### src/rtl/wdog_pkg.sv
package wdog_pkg;
  typedef enum logic [1:0] {
    WA_RELOAD = 2'd0,
    WA_ARM    = 2'd1,
    WA_START  = 2'd2,
    WA_STATUS = 2'd3
  } wdog_addr_e;
endpackage

### src/rtl/wdog_regs.sv
module wdog_regs
  import wdog_pkg::*;
#(
  parameter int RLD_W  = 7,
  parameter int DATA_W = 8
) (
  input  logic              clk,
  input  logic              rst_n,
  input  logic              wr_en,
  input  logic [1:0]        wr_addr,
  input  logic [DATA_W-1:0] wr_data,
  input  logic              ovf_i,
  output logic              load_o,
  output logic              active_o,
  output logic              status_o,
  output logic [RLD_W-1:0]  reload_o
);
  logic             arm_q, arm_d;
  logic             active_q, active_d;
  logic             status_q, status_d;
  logic [RLD_W-1:0] reload_q, reload_d;
  logic             start_wr, arm_wr, reload_wr, status_wr;

  always_comb begin
    start_wr  = wr_en && (wr_addr == WA_START) && wr_data[0];
    arm_wr    = wr_en && (wr_addr == WA_ARM) && wr_data[0];
    reload_wr = wr_en && (wr_addr == WA_RELOAD);
    status_wr = wr_en && (wr_addr == WA_STATUS);
    load_o    = start_wr && !ovf_i && (!active_q || arm_q);
  end

  always_comb begin
    arm_d    = arm_q;
    active_d = active_q;
    status_d = status_q;
    reload_d = reload_q;
    if (wr_en) arm_d = arm_wr;
    if (load_o) active_d = 1'b1;
    if (status_wr) status_d = wr_data[0];
    if (reload_wr) reload_d = wr_data[RLD_W-1:0];
    if (ovf_i) begin
      arm_d    = 1'b0;
      active_d = 1'b0;
      status_d = 1'b1;
      reload_d = '0;
    end
  end

  always_ff @(posedge clk or negedge rst_n) begin
    if (!rst_n) begin
      arm_q    <= 1'b0;
      active_q <= 1'b0;
      status_q <= 1'b0;
      reload_q <= '0;
    end else begin
      arm_q    <= arm_d;
      active_q <= active_d;
      status_q <= status_d;
      reload_q <= reload_d;
    end
  end

  assign active_o = active_q;
  assign status_o = status_q;
  assign reload_o = reload_q;


  active_hold_chk: assert property (@(posedge clk) disable iff (!rst_n)
    active_q && !ovf_i |=> active_q);

  arm_drop_chk: assert property (@(posedge clk) disable iff (!rst_n)
    wr_en && !(wr_addr == WA_ARM && wr_data[0]) |=> !arm_q);

  ovf_flags_chk: assert property (@(posedge clk) disable iff (!rst_n)
    ovf_i |=> status_q && !active_q);
endmodule

### src/rtl/wdog_core.sv
module wdog_core #(
  parameter int CNT_W   = 15,
  parameter int RLD_W   = 7,
  parameter int PRESC_W = 4
) (
  input  logic             clk,
  input  logic             rst_n,
  input  logic             run_i,
  input  logic             load_i,
  input  logic [RLD_W-1:0] reload_i,
  output logic             ovf_o
);
  localparam int LOW_W = CNT_W - RLD_W;

  logic [PRESC_W-1:0] pre_q, pre_d;
  logic [CNT_W-1:0]   cnt_q, cnt_d, load_val;
  logic               tick, en;

  generate
    if (LOW_W > 0) begin : g_pad
      assign load_val = {reload_i, {LOW_W{1'b0}}};
    end else begin : g_flat
      assign load_val = reload_i[CNT_W-1:0];
    end
  endgenerate

  always_comb begin
    tick  = run_i && (pre_q == {PRESC_W{1'b1}});
    ovf_o = tick && (cnt_q == {CNT_W{1'b1}});
    en    = load_i || run_i;
    pre_d = pre_q;
    cnt_d = cnt_q;
    if (load_i) begin
      pre_d = '0;
      cnt_d = load_val;
    end else if (run_i) begin
      pre_d = pre_q + 1'b1;
      if (tick) cnt_d = cnt_q + 1'b1;
    end
  end

  always_ff @(posedge clk or negedge rst_n) begin
    if (!rst_n) begin
      pre_q <= '0;
      cnt_q <= '0;
    end else if (en) begin
      pre_q <= pre_d;
      cnt_q <= cnt_d;
    end
  end
endmodule

### src/rtl/wdog_top.sv
module wdog_top
  import wdog_pkg::*;
#(
  parameter int CNT_W   = 15,
  parameter int RLD_W   = 7,
  parameter int PRESC_W = 4
) (
  input  logic             clk,
  input  logic             rst_n,
  input  logic             wr_en,
  input  logic [1:0]       wr_addr,
  input  logic [7:0]       wr_data,
  output logic             rst_req_o,
  output logic             active_o,
  output logic             status_o,
  output logic [RLD_W-1:0] reload_o
);
  logic ovf, load, req_q;

  wdog_regs #(.RLD_W(RLD_W), .DATA_W(8)) u_regs (
    .clk(clk), .rst_n(rst_n), .wr_en(wr_en), .wr_addr(wr_addr),
    .wr_data(wr_data), .ovf_i(ovf), .load_o(load), .active_o(active_o),
    .status_o(status_o), .reload_o(reload_o)
  );

  wdog_core #(.CNT_W(CNT_W), .RLD_W(RLD_W), .PRESC_W(PRESC_W)) u_core (
    .clk(clk), .rst_n(rst_n), .run_i(active_o), .load_i(load),
    .reload_i(reload_o), .ovf_o(ovf)
  );

  always_ff @(posedge clk or negedge rst_n) begin
    if (!rst_n) req_q <= 1'b0;
    else        req_q <= ovf;
  end
  assign rst_req_o = req_q;


  req_pulse_chk: assert property (@(posedge clk) disable iff (!rst_n)
    rst_req_o |=> !rst_req_o);

  req_side_chk: assert property (@(posedge clk) disable iff (!rst_n)
    rst_req_o |-> status_o && !active_o && (reload_o == '0));

  start_src_chk: assert property (@(posedge clk) disable iff (!rst_n)
    $rose(active_o) |-> $past(wr_en && wr_addr == WA_START && wr_data[0]));
endmodule

### config.mk
export PLATFORM = sky130hd
export DESIGN_NAME = wdog_top
export DESIGN_NICKNAME = d
export VERILOG_FILES = /design/src/rtl/wdog_pkg.sv /design/src/rtl/wdog_regs.sv /design/src/rtl/wdog_core.sv /design/src/rtl/wdog_top.sv
export SDC_FILE = /design/constraint.sdc
export NUM_CORES = 1
export LEC_CHECK = 0
export ABC_AREA = 1
export BUFFER_PORTS_ARGS = -buffer_cell sky130_fd_sc_hd__buf_2
export CORE_AREA = 2 2 75 84
export DETAILED_ROUTE_END_ITERATION = 16
export DIE_AREA = 0 0 77 86
export PLACE_DENSITY_LB_ADDON = 0.12
export SYNTH_ARGS = -nofsm -noshare
export SYNTH_HDL_FRONTEND = slang
export SYNTH_SLANG_ARGS = --single-unit
### constraint.sdc
create_clock -name clk -period 2.3 [get_ports clk]
set_clock_uncertainty 0.15 [all_clocks]
set_input_delay 0.23 -clock clk [delete_from_list [all_inputs] [get_ports clk]]
set_output_delay 0.23 -clock clk [all_outputs]
set_load 0.02 [all_outputs]
==> results of run 1 <==
[state kept, by name, indices dropped and copies added, names as in the netlist]
name / count
rst_req_o: 1
u_core.cnt_q: 15
u_core.pre_q: 4
u_regs.active_o: 1
u_regs.arm_q: 1
u_regs.reload_o: 7
u_regs.status_o: 1
[cells by family (layout without fill, tap and decap cells)]
logic type	Yosys count	count (layout)
compound gates	19	19
xor+xnor	1	1
fa+ha+maj	2	2
buf+inv	33	58
flops	30	30
simple gates	143	143
[worst reg2reg max path: cells and delay by family (launching register included)]
kind                     cells  cell delay, ns
flip-flops                   1            0.40
AND/OR/NAND/NOR              7            0.95
adder cells (fa/ha/maj)      1            0.25
[Yosys cell counts]
cell type,number,area [sq um]
a21oi_1,10,50.1
buf_6,1,11.3
dfrtp_1,30,751
nor3_4,2,32.5
a21o_1,2,15.0
o211ai_1,1,7.51
nor2_2,1,6.26
inv_2,3,11.3
nand4_1,15,93.8
buf_8,1,15.0
nand3b_1,1,7.51
nand2_1,54,203
nand3_1,34,170
nor3_1,2,10.0
xor2_1,1,8.76
inv_1,23,86.3
o21bai_1,1,7.51
nor2_1,21,78.8
o21ai_1,1,5.00
nand2_2,2,12.5
o22ai_1,1,6.26
nor2_4,3,33.8
nand4_4,1,21.3
buf_4,1,7.51
nand3_4,3,52.6
clkbuf_1,1,3.75
nand3_2,1,10.0
or2_2,2,12.5
nor3b_1,1,7.51
ha_1,2,25.0
buf_1,1,3.75
buf_2,2,10.0
o21ai_0,3,15.0
[path summary, 6_finish.rpt]
kind | to | cells after the start | slack [ns]
max in group asynchronous | u_regs.reload_o[5] | 2 | 1.15
min in group asynchronous | u_core.cnt_q[4] | 2 | 0.39
worst min-delay path | u_regs.reload_o[6] | 3 | 0.06
worst min register to register | u_regs.status_o | 2 | 0.39
worst max register to register | u_core.cnt_q[10] | 8 | 0.43
worst max-delay path | u_core.cnt_q[10] | 8 | 0.43
[area by class of cell]
type / count / area, sq um
Clock buffer: 6 / 82.6
Fill cell: 652 / 3620
Timing Repair Buffer: 24 / 130
Inverter: 26 / 97.6
Clock inverter: 2 / 60.1
Multi-Input combinational cell: 165 / 892
Tap cell: 77 / 96.3
Sequential cell: 30 / 751
[cell usage in the layout (no fill, tap or decap), drive strengths merged, types with 2 or more instances in the layout]
| cell | Yosys | layout |
|---|---|---|
| a21o | 2 | 2 |
| nand3 | 38 | 38 |
| a21oi | 10 | 10 |
| nand2 | 56 | 56 |
| inv | 26 | 26 |
| buf | 6 | 23 |
| or2 | 2 | 2 |
| nand4 | 16 | 16 |
| o21ai | 4 | 4 |
| clkbuf | 1 | 6 |
| ha | 2 | 2 |
| nor3 | 4 | 4 |
| bufinv | 0 | 2 |
| nor2 | 25 | 25 |
| dfrtp | 30 | 30 |
[stage by stage]
stage / utilization [%] / hold WS (ns)
after floorplan: - / -0.216
after global placement: 34.1 / 0.186
after detailed placement: 34.1 / 0.195
after CTS: 36.8 / 0.0617
after global routing: 36.8 / 0.0794
final: 36.8 / 0.0626
[power groups by stage]
stage,registers [mW],clock network (mW),logic [mW]
after floorplan,0.818,0,0.394
after global placement,0.825,0,0.539
after detailed placement,0.826,0,0.547
after CTS,0.816,0.701,0.553
after global routing,0.841,0.724,0.639
final,0.815,0.684,0.545
[layer usage]
| metal | wire [um] | track usage, % |
|---|---|---|
| met1 | 2020 | 17.6 |
| met2 | 1890 | 22.7 |
| met3 | 128 | 2.53 |
| met4 | 40 | 4.38 |
| met5 | 0 | 0 |
[timing repair]
action                                  in CTS  in global routing
endpoints found under the hold margin       30                  0
gates resized for setup                      0                  0
endpoints found under the setup margin       0                  0
hold buffers                                 1                  0
==> impl_metrics.toml, run 1 <==
[run_status]
status = "finished clean"

[sta]
rsz0062_at_grt = "no"
finalSetupViolations = 0
slew-limit-headroom_pct = 52.2
hold_viol_final = 0
layout_setup_ws_ns = 0.427
fmax_mhz = 534
fin_tns_setup_ns = 0
finalCritPeriodShare_pct = 81.4
worst_pin_slew_ns = 0.717
drv_slew = 0
period_needed_ns = 1.87

[yosys]
synth_xor_xnor_area_share_pct = 0.489
synthMuxAreaShare_pct = 0
syn_inst = 228
synth-adder-area-share_pct = 1.40
synth_top_family_by_area = "simple AND/OR/NAND/NOR gates"
synth_simple_gate_area_share_pct = 42.0
synth.cell_area_sq_um = 1790
syn_area_per_cell_sq_um = 7.86
synth_nets = 243
ys_types = 33
ys_seq_area_share_pct = 41.9
synth_compound_area_share_pct = 5.94
yosysWarnings = 0
ys_seq_elements = 30

[floorplanning]
core-area_sq_um = 5730
die_y_um = 86
die_w_um = 77
start_util_pct = 31.3
ioPinCount = 23
die_area_sq_um = 6620
fp-row-count = 29

[place]
dp_hpwl_mm = 2.89
dpl.cell_count = 321
gp_congestion = 0.764
port_buffers = 21
place_area_sq_um = 1960
pre_cts_ws_ns = 0.427

[final_layout]
drive_above_1_share_pct = 19.4
nNetsFinal = 267
final_cell_count_no_fill = 330
design_area_sq_um = 2110
area_growth_pct = 17.7
antenna_cells = 0

[routing]
firstDrtPassIters = 4
drc = 0
vias_per_cell = 4.64
vias = 1530
first_iter_violations = 84
drt-wirelength-per-cell_um = 12.4
wl_mm = 4.08
antenna_left = 0

[global_routing]
overflow = 0
grt_antenna_before_repair = 0
grt_max_degree = 31
first_global_vias = 1508
grt_usage_pct = 13.5
grt_pass1_wl_mm = 7.15

[pwr]
ir_drop_v = 0.000509
combPwrFrac_pct = 26.7
power.density_nw_per_um2 = 969
leakagePower_nw = 1.04
swShare_pct = 34.3
switching_power_mw = 0.702
internal_power_mw = 1.34
clockPowerShare_pct = 33.5
seqPwrFrac_pct = 39.9
p_total_mw = 2.04

[cts]
cts_tree = "yes"
cts_max_level = 2
clock_latency_ns = 0.29
cts_buffers = 5
cts_post_setup_buffers_inserted = 0
numClockSinks = 30
cts.clk_slew.worst_paths_ns = 0.07
ctsRootBufferMaster = "clkbuf_8"
cts.path.max_buffers = 2

[critical_path]
cp_cell_sequence = "ha_1 > nand3_4 > nor2_4 > nand3_4 > nand3_4 > nand2_1 > nand2_1 > nand2_1"
end_kind = "flop"
cp_num_buf_inv = 0
rr_startpoint = "u_core.cnt_q[0]"
slowest_delay_ns = 0.40
crit_family = "simple AND/OR/NAND/NOR gates"
path_max_fanout = 27
critPathLaunch = "u_core.cnt_q[0]"
worstSetupPathType = "reg2reg"
worst_ep_arrival_time_ns = 1.90
start_kind = "flop"
cp_data_required_time_ns = 2.33
crit_slowest_cell = "dfrtp_1"

[hold_path]
hold_path.class = "in2reg"
min_from = "wr_data[6]"

[run]
cap_violations = 0
Note: power is estimated with default switching activity, not from simulation.
==> inputs of run 2 (changes only) <==
==> constraint.sdc (replaced) <==
create_clock -name clk -period 1.7 [get_ports clk]
set_clock_uncertainty 0.15 [all_clocks]
set_input_delay 0.17 -clock clk [delete_from_list [all_inputs] [get_ports clk]]
set_output_delay 0.17 -clock clk [all_outputs]
set_load 0.02 [all_outputs]
==> run 2 against run 1 <==
Compared with the run above:
- critical path depth down 1
- first-iteration DRC count stayed put
- clock power down 12%
- critical path type unchanged
- core utilization is 3.3 points higher
- highest routed layer unchanged
- sequential cell count unchanged
- worst setup slack worse by 0.37 ns
- cell area grew 9.0%
- cell count up 7.9%
- register-to-register slack got worse by 0.37 ns
- hold slack worse by 0.055 ns
- largest cell class unchanged
- global-route usage is 0.24 points higher
- total power rose by 27%
==> impl_metrics.toml, run 2 (same netlist as run 1, synthesis figures left out) <==
[final_layout]
area_growth_pct = 28.4
final_cell_mix = "nand2_1 (54), nand3_1 (34), dfrtp_1 (30), buf_4 (24), inv_1 (23)"
antenna_cells = 0
largest_reg_flops = 15
nNetsFinal = 293
n_fill_cell = 632
final_common_cell = "nand2_1"
drive_above_1_share_pct = 27.6
regMostFlops = "u_core.cnt_q"

[global_routing]
grt_max_degree = 31
grt_pass1_wl_mm = 7.31
grt_usage_pct = 13.7
first_global_vias = 1609
overflow = 0
grt_antenna_before_repair = 0

[critical_path]
crit_top_cell = "nand3_4"
end_kind = "flop"
crit_slowest_cell = "dfrtp_1"
slowest_delay_ns = 0.39
start_kind = "flop"
worst_ep_arrival_time_ns = 1.66
cp_data_required_time_ns = 1.72
worstSetupPathType = "reg2reg"
cp_cell_sequence = "ha_4 > nand3_4 > nor2_4 > nand3_4 > nor3_4 > buf_4 > o21ai_2"
path_max_fanout = 4

[floorplanning]
ioPinCount = 23
core-area_sq_um = 5730
start_util_pct = 31.3
die_w_um = 77
die_area_sq_um = 6620
die_y_um = 86
fp-row-count = 29

[sta]
finalSetupViolations = 0
period_needed_ns = 1.64
rsz0062_at_grt = "yes"
worst_pin_slew_ns = 0.397
drv_slew = 0
finalCritPeriodShare_pct = 96.6
slew-limit-headroom_pct = 73.5
hold_viol_final = 0
fmax_mhz = 609
fin_hold_ws_ns = 0.00803

[routing]
wl_mm = 4.10
drt-wirelength-per-cell_um = 11.5
drc = 0
first_iter_violations = 84
antenna_left = 0
vias_per_cell = 4.59
vias = 1635
firstDrtPassIters = 4

[cts]
cts.clk_slew.worst_paths_ns = 0.07
cts.path.max_buffers = 2
cts_tree = "yes"
numClockSinks = 30
clock_latency_ns = 0.28
ctsRootBufferMaster = "clkbuf_8"
cts_max_level = 2
cts_buffers = 5

[place]
dp_hpwl_mm = 3.03
port_buffers = 21
gp_congestion = 0.781

[pwr]
ir_drop_v = 0.000550
leakagePower_nw = 1.14
power.density_nw_per_um2 = 1130
p_total_mw = 2.61

[run_status]
status = "finished clean"

[hold_path]
hold_path.class = "in2reg"

[run]
cap_violations = 0
## run 2: changes by cell type in the layout (fill, tap and decap cells not counted), moves of 2 or more
cell and delta:
ha_1 -2, bufinv_16 -2, buf_4 +22, buf_6 +2
## run 2: worst paths after layout
path,from,to,slack [ns],cells past startpoint
min in group asynchronous,rst_n,u_core.cnt_q[3],0.28,3
max in group asynchronous,rst_n,u_core.cnt_q[9],0.82,3
worst max register to register,u_core.cnt_q[0],u_regs.active_o,0.06,7
worst min register to register,u_regs.status_o,u_regs.status_o,0.39,2
worst max-delay path,u_core.cnt_q[0],u_regs.active_o,0.06,7
worst min-delay path,wr_data[2],u_regs.reload_o[2],0.008,3
## run 2: routing by layer
| metal | up-vias | part of all wire, % | track usage [%] |
|---|---|---|---|
| met5 | - | 0 | 0 |
| met1 | 743 | 47 | 16.2 |
| met2 | 25 | 49 | 24.6 |
| met3 | 5 | 3.1 | 2.84 |
| met4 | 0 | 1.3 | 5.36 |
| li1 | 862 | - | - |
## run 2: timing repair
item | in CTS | in global routing
gates resized for setup | 0 | 9
endpoints found under the hold margin | 31 | 0
hold buffers | 2 | 0
endpoints found under the setup margin | 0 | 27
setup buffers | 0 | 6
## run 2: area by class of cell
type | instances | area, sq um | share of cell area, %
Multi-Input combinational cell | 166 | 936 | 40.7
Timing Repair Buffer | 49 | 328 | 14.3
Tap cell | 77 | 96.3 | 4.19
Clock buffer | 7 | 86.3 | 3.75
Sequential cell | 30 | 751 | 32.6
Clock inverter | 1 | 5.00 | 0.218
Inverter | 26 | 97.6 | 4.24
## run 2: worst max-delay path: cells and delay by family, from the launching register on
kind,cells,cell delay [ns]
AOI/OAI and AO/OA,1,0.04
adders and majority gates,1,0.16
buffers and inverters,1,0.16
DFF,1,0.39
and+or+nand+nor,4,0.63
## run 2: through the flow
stage                     TNS, ns  area (sq um)  setup slack [ns]  std cells  utilization, %
after detailed placement        0          2090            0.0356        339            36.5
after global routing       -0.348          2300           -0.0483        356            40.1
after CTS                       0          2200            0.0154        349            38.4
final                           0          2300            0.0576        356            40.1
after floorplan                 0          1790             0.125        228               -
after global placement          0          2090            0.0294        339            36.5
## run 2: power breakdown
part | switching [mW] | leakage [nW] | internal (mW)
sequential | 0.187 | 0.376 | 0.896
combinational | 0.498 | 0.716 | 0.423
clock | 0.277 | 0.0482 | 0.326
==> inputs of run 3 (changes only) <==
--- a/config.mk
+++ b/config.mk
@@ -8,6 +8,7 @@
 export ABC_AREA = 1
 export BUFFER_PORTS_ARGS = -buffer_cell sky130_fd_sc_hd__buf_2
 export CORE_AREA = 2 2 75 84
+export CTS_CLUSTER_DIAMETER = 80
 export DETAILED_ROUTE_END_ITERATION = 16
 export DIE_AREA = 0 0 77 86
 export PLACE_DENSITY_LB_ADDON = 0.12
==> constraint.sdc (replaced) <==
create_clock -name clk -period 1.8 [get_ports clk]
set_clock_uncertainty 0.15 [all_clocks]
set_input_delay 0.18 -clock clk [delete_from_list [all_inputs] [get_ports clk]]
set_output_delay 0.18 -clock clk [all_outputs]
set_load 0.02 [all_outputs]
==> run 3 against run 2 <==
Compared with the run above:
- routed wire length decreased by 0.24%
- first-iteration DRC count down 6.0%
- largest power group unchanged
- maximum frequency up 0.86%
- cell area decreased by 5.5%
- register-to-register slack improved by 0.11 ns
- count of clock-buffer cells in the layout unchanged
- worst setup slack improved by 0.11 ns
- critical path depth unchanged
==> impl_metrics.toml, run 3 (same netlist as run 1, synthesis figures left out) <==
[cts]
cts_buffers = 5
ctsRootBufferMaster = "clkbuf_8"
cts_post_setup_buffers_inserted = 0
clock_latency_ns = 0.28
cts.clk_slew.worst_paths_ns = 0.07
numClockSinks = 30
cts_tree = "yes"
cts.path.max_buffers = 2
cts_max_level = 2

[final_layout]
final_common_cell = "nand2_1"
final_cell_count_no_fill = 343
n_fill_cell = 650
area_growth_pct = 21.3
seq_area_sq_um = 751
final_cell_mix = "nand2_1 (54), nand3_1 (34), dfrtp_1 (30), inv_1 (23), buf_2 (21)"
multiInputGateArea_sq_um = 917
nNetsFinal = 280
drive_above_1_share_pct = 24.1
antenna_cells = 0
regMostFlops = "u_core.cnt_q"
largest_reg_flops = 15

[critical_path]
rr_startpoint = "u_core.cnt_q[1]"
worstSetupPathType = "reg2reg"
worstReg2RegEnd = "u_regs.reload_o[1]"
end_kind = "flop"
cp_cell_sequence = "ha_2 > nand3_4 > nor2_4 > nand3_2 > nor3_4 > buf_4 > a21oi_1"
crit_family = "simple AND/OR/NAND/NOR gates"
ff2ff_setup_slack_ns = 0.17
endpoint = "u_regs.reload_o[1]"
crit_slowest_cell = "dfrtp_1"
start_kind = "flop"
cp_num_buf_inv = 1
rr_worst_depth = 7
cp_data_required_time_ns = 1.82
worst_ep_arrival_time_ns = 1.64
critPathLaunch = "u_core.cnt_q[1]"
path_max_fanout = 6
cp.depth = 7
slowest_delay_ns = 0.36

[routing]
drc = 0
vias_per_cell = 4.62
vias = 1584
antenna_left = 0
firstDrtPassIters = 4
drt-wirelength-per-cell_um = 11.9
first_iter_violations = 79
wl_mm = 4.09

[pwr]
power.density_nw_per_um2 = 1100
seqPwrFrac_pct = 42.9
clockPowerShare_pct = 23.8
leakagePower_nw = 1.08
combPwrFrac_pct = 33.3
swShare_pct = 36.9
switching_power_mw = 0.879
internal_power_mw = 1.50
p_total_mw = 2.38
ir_drop_v = 0.000413

[global_routing]
grt_max_degree = 31
overflow = 0
first_global_vias = 1521
grt_pass1_wl_mm = 7.15
grt_usage_pct = 13.5
grt_antenna_before_repair = 0

[sta]
fmax_mhz = 614
finalCritPeriodShare_pct = 90.5
rsz0062_at_grt = "no"
slew-limit-headroom_pct = 73.2
fin_tns_setup_ns = 0
hold_viol_final = 0
worst_pin_slew_ns = 0.402
drv_slew = 0
period_needed_ns = 1.63
finalSetupViolations = 0
fin_hold_ws_ns = 0.0196

[place]
port_buffers = 21
gp_congestion = 0.736
dpl.cell_count = 333
dp_hpwl_mm = 2.95

[run_status]
status = "finished clean"

[floorplanning]
die_area_sq_um = 6620
die_y_um = 86
start_util_pct = 31.3
ioPinCount = 23
die_w_um = 77
fp-row-count = 29
core-area_sq_um = 5730

[run]
cap_violations = 0

[hold_path]
hold_path.class = "in2reg"
==> run 3: worst min path at each step <==
stage               startpoint                  to  cells past startpoint
finish              wr_data[6]  u_regs.reload_o[6]                      3
global route        wr_data[6]  u_regs.reload_o[6]                      3
CTS                 wr_data[6]  u_regs.reload_o[6]                      3
detailed placement       rst_n     u_core.cnt_q[2]                      2
global placement         rst_n     u_core.cnt_q[2]                      2
floorplan                rst_n           rst_req_o                      0
==> run 3: per-stage QoR <==
step,util (%),worst slack [ns],area (sq um)
after floorplan,-,0.225,1790
after global placement,35.7,0.0759,2050
after detailed placement,35.7,0.0591,2050
after CTS,37.5,0.0516,2150
after global routing,37.9,0.0153,2170
final,37.9,0.172,2170
==> run 3: worst min-delay path: stages <==
cell and delay [ns]:
buf_2 0.09, nand4_1 0.07, a21oi_1 0.06
==> run 3: what timing repair did <==
action | in CTS | in global routing
setup endpoints to repair | 0 | 23
hold buffers | 1 | 0
hold endpoints to repair | 30 | 0
gates resized for setup | 0 | 4
==> run 3: cell type report <==
class / count / share of cell area [%]
multi-input cells: 166 / 42.2
flip-flops and latches: 30 / 34.5
repair buffers: 36 / 10.1
inverters: 26 / 4.49
well taps: 77 / 4.43
clock buffers: 7 / 3.97
clock inverters: 1 / 0.230
==> run 3: metal layers <==
layer	track usage, %	up-vias	wire length (um)
met1	16.9	712	1930
met3	3.16	5	121
met4	4.87	0	34
met2	23.0	27	2010
li1	-	840	-
met5	0	-	0
==> run 3: power groups by stage <==
stage	logic, mW	clock network, mW	registers (mW)
after floorplan	0.504	0	1.05
after global placement	0.784	0	1.04
after detailed placement	0.794	0	1.04
after CTS	0.798	0.596	1.02
after global routing	0.916	0.622	1.06
final	0.792	0.567	1.02
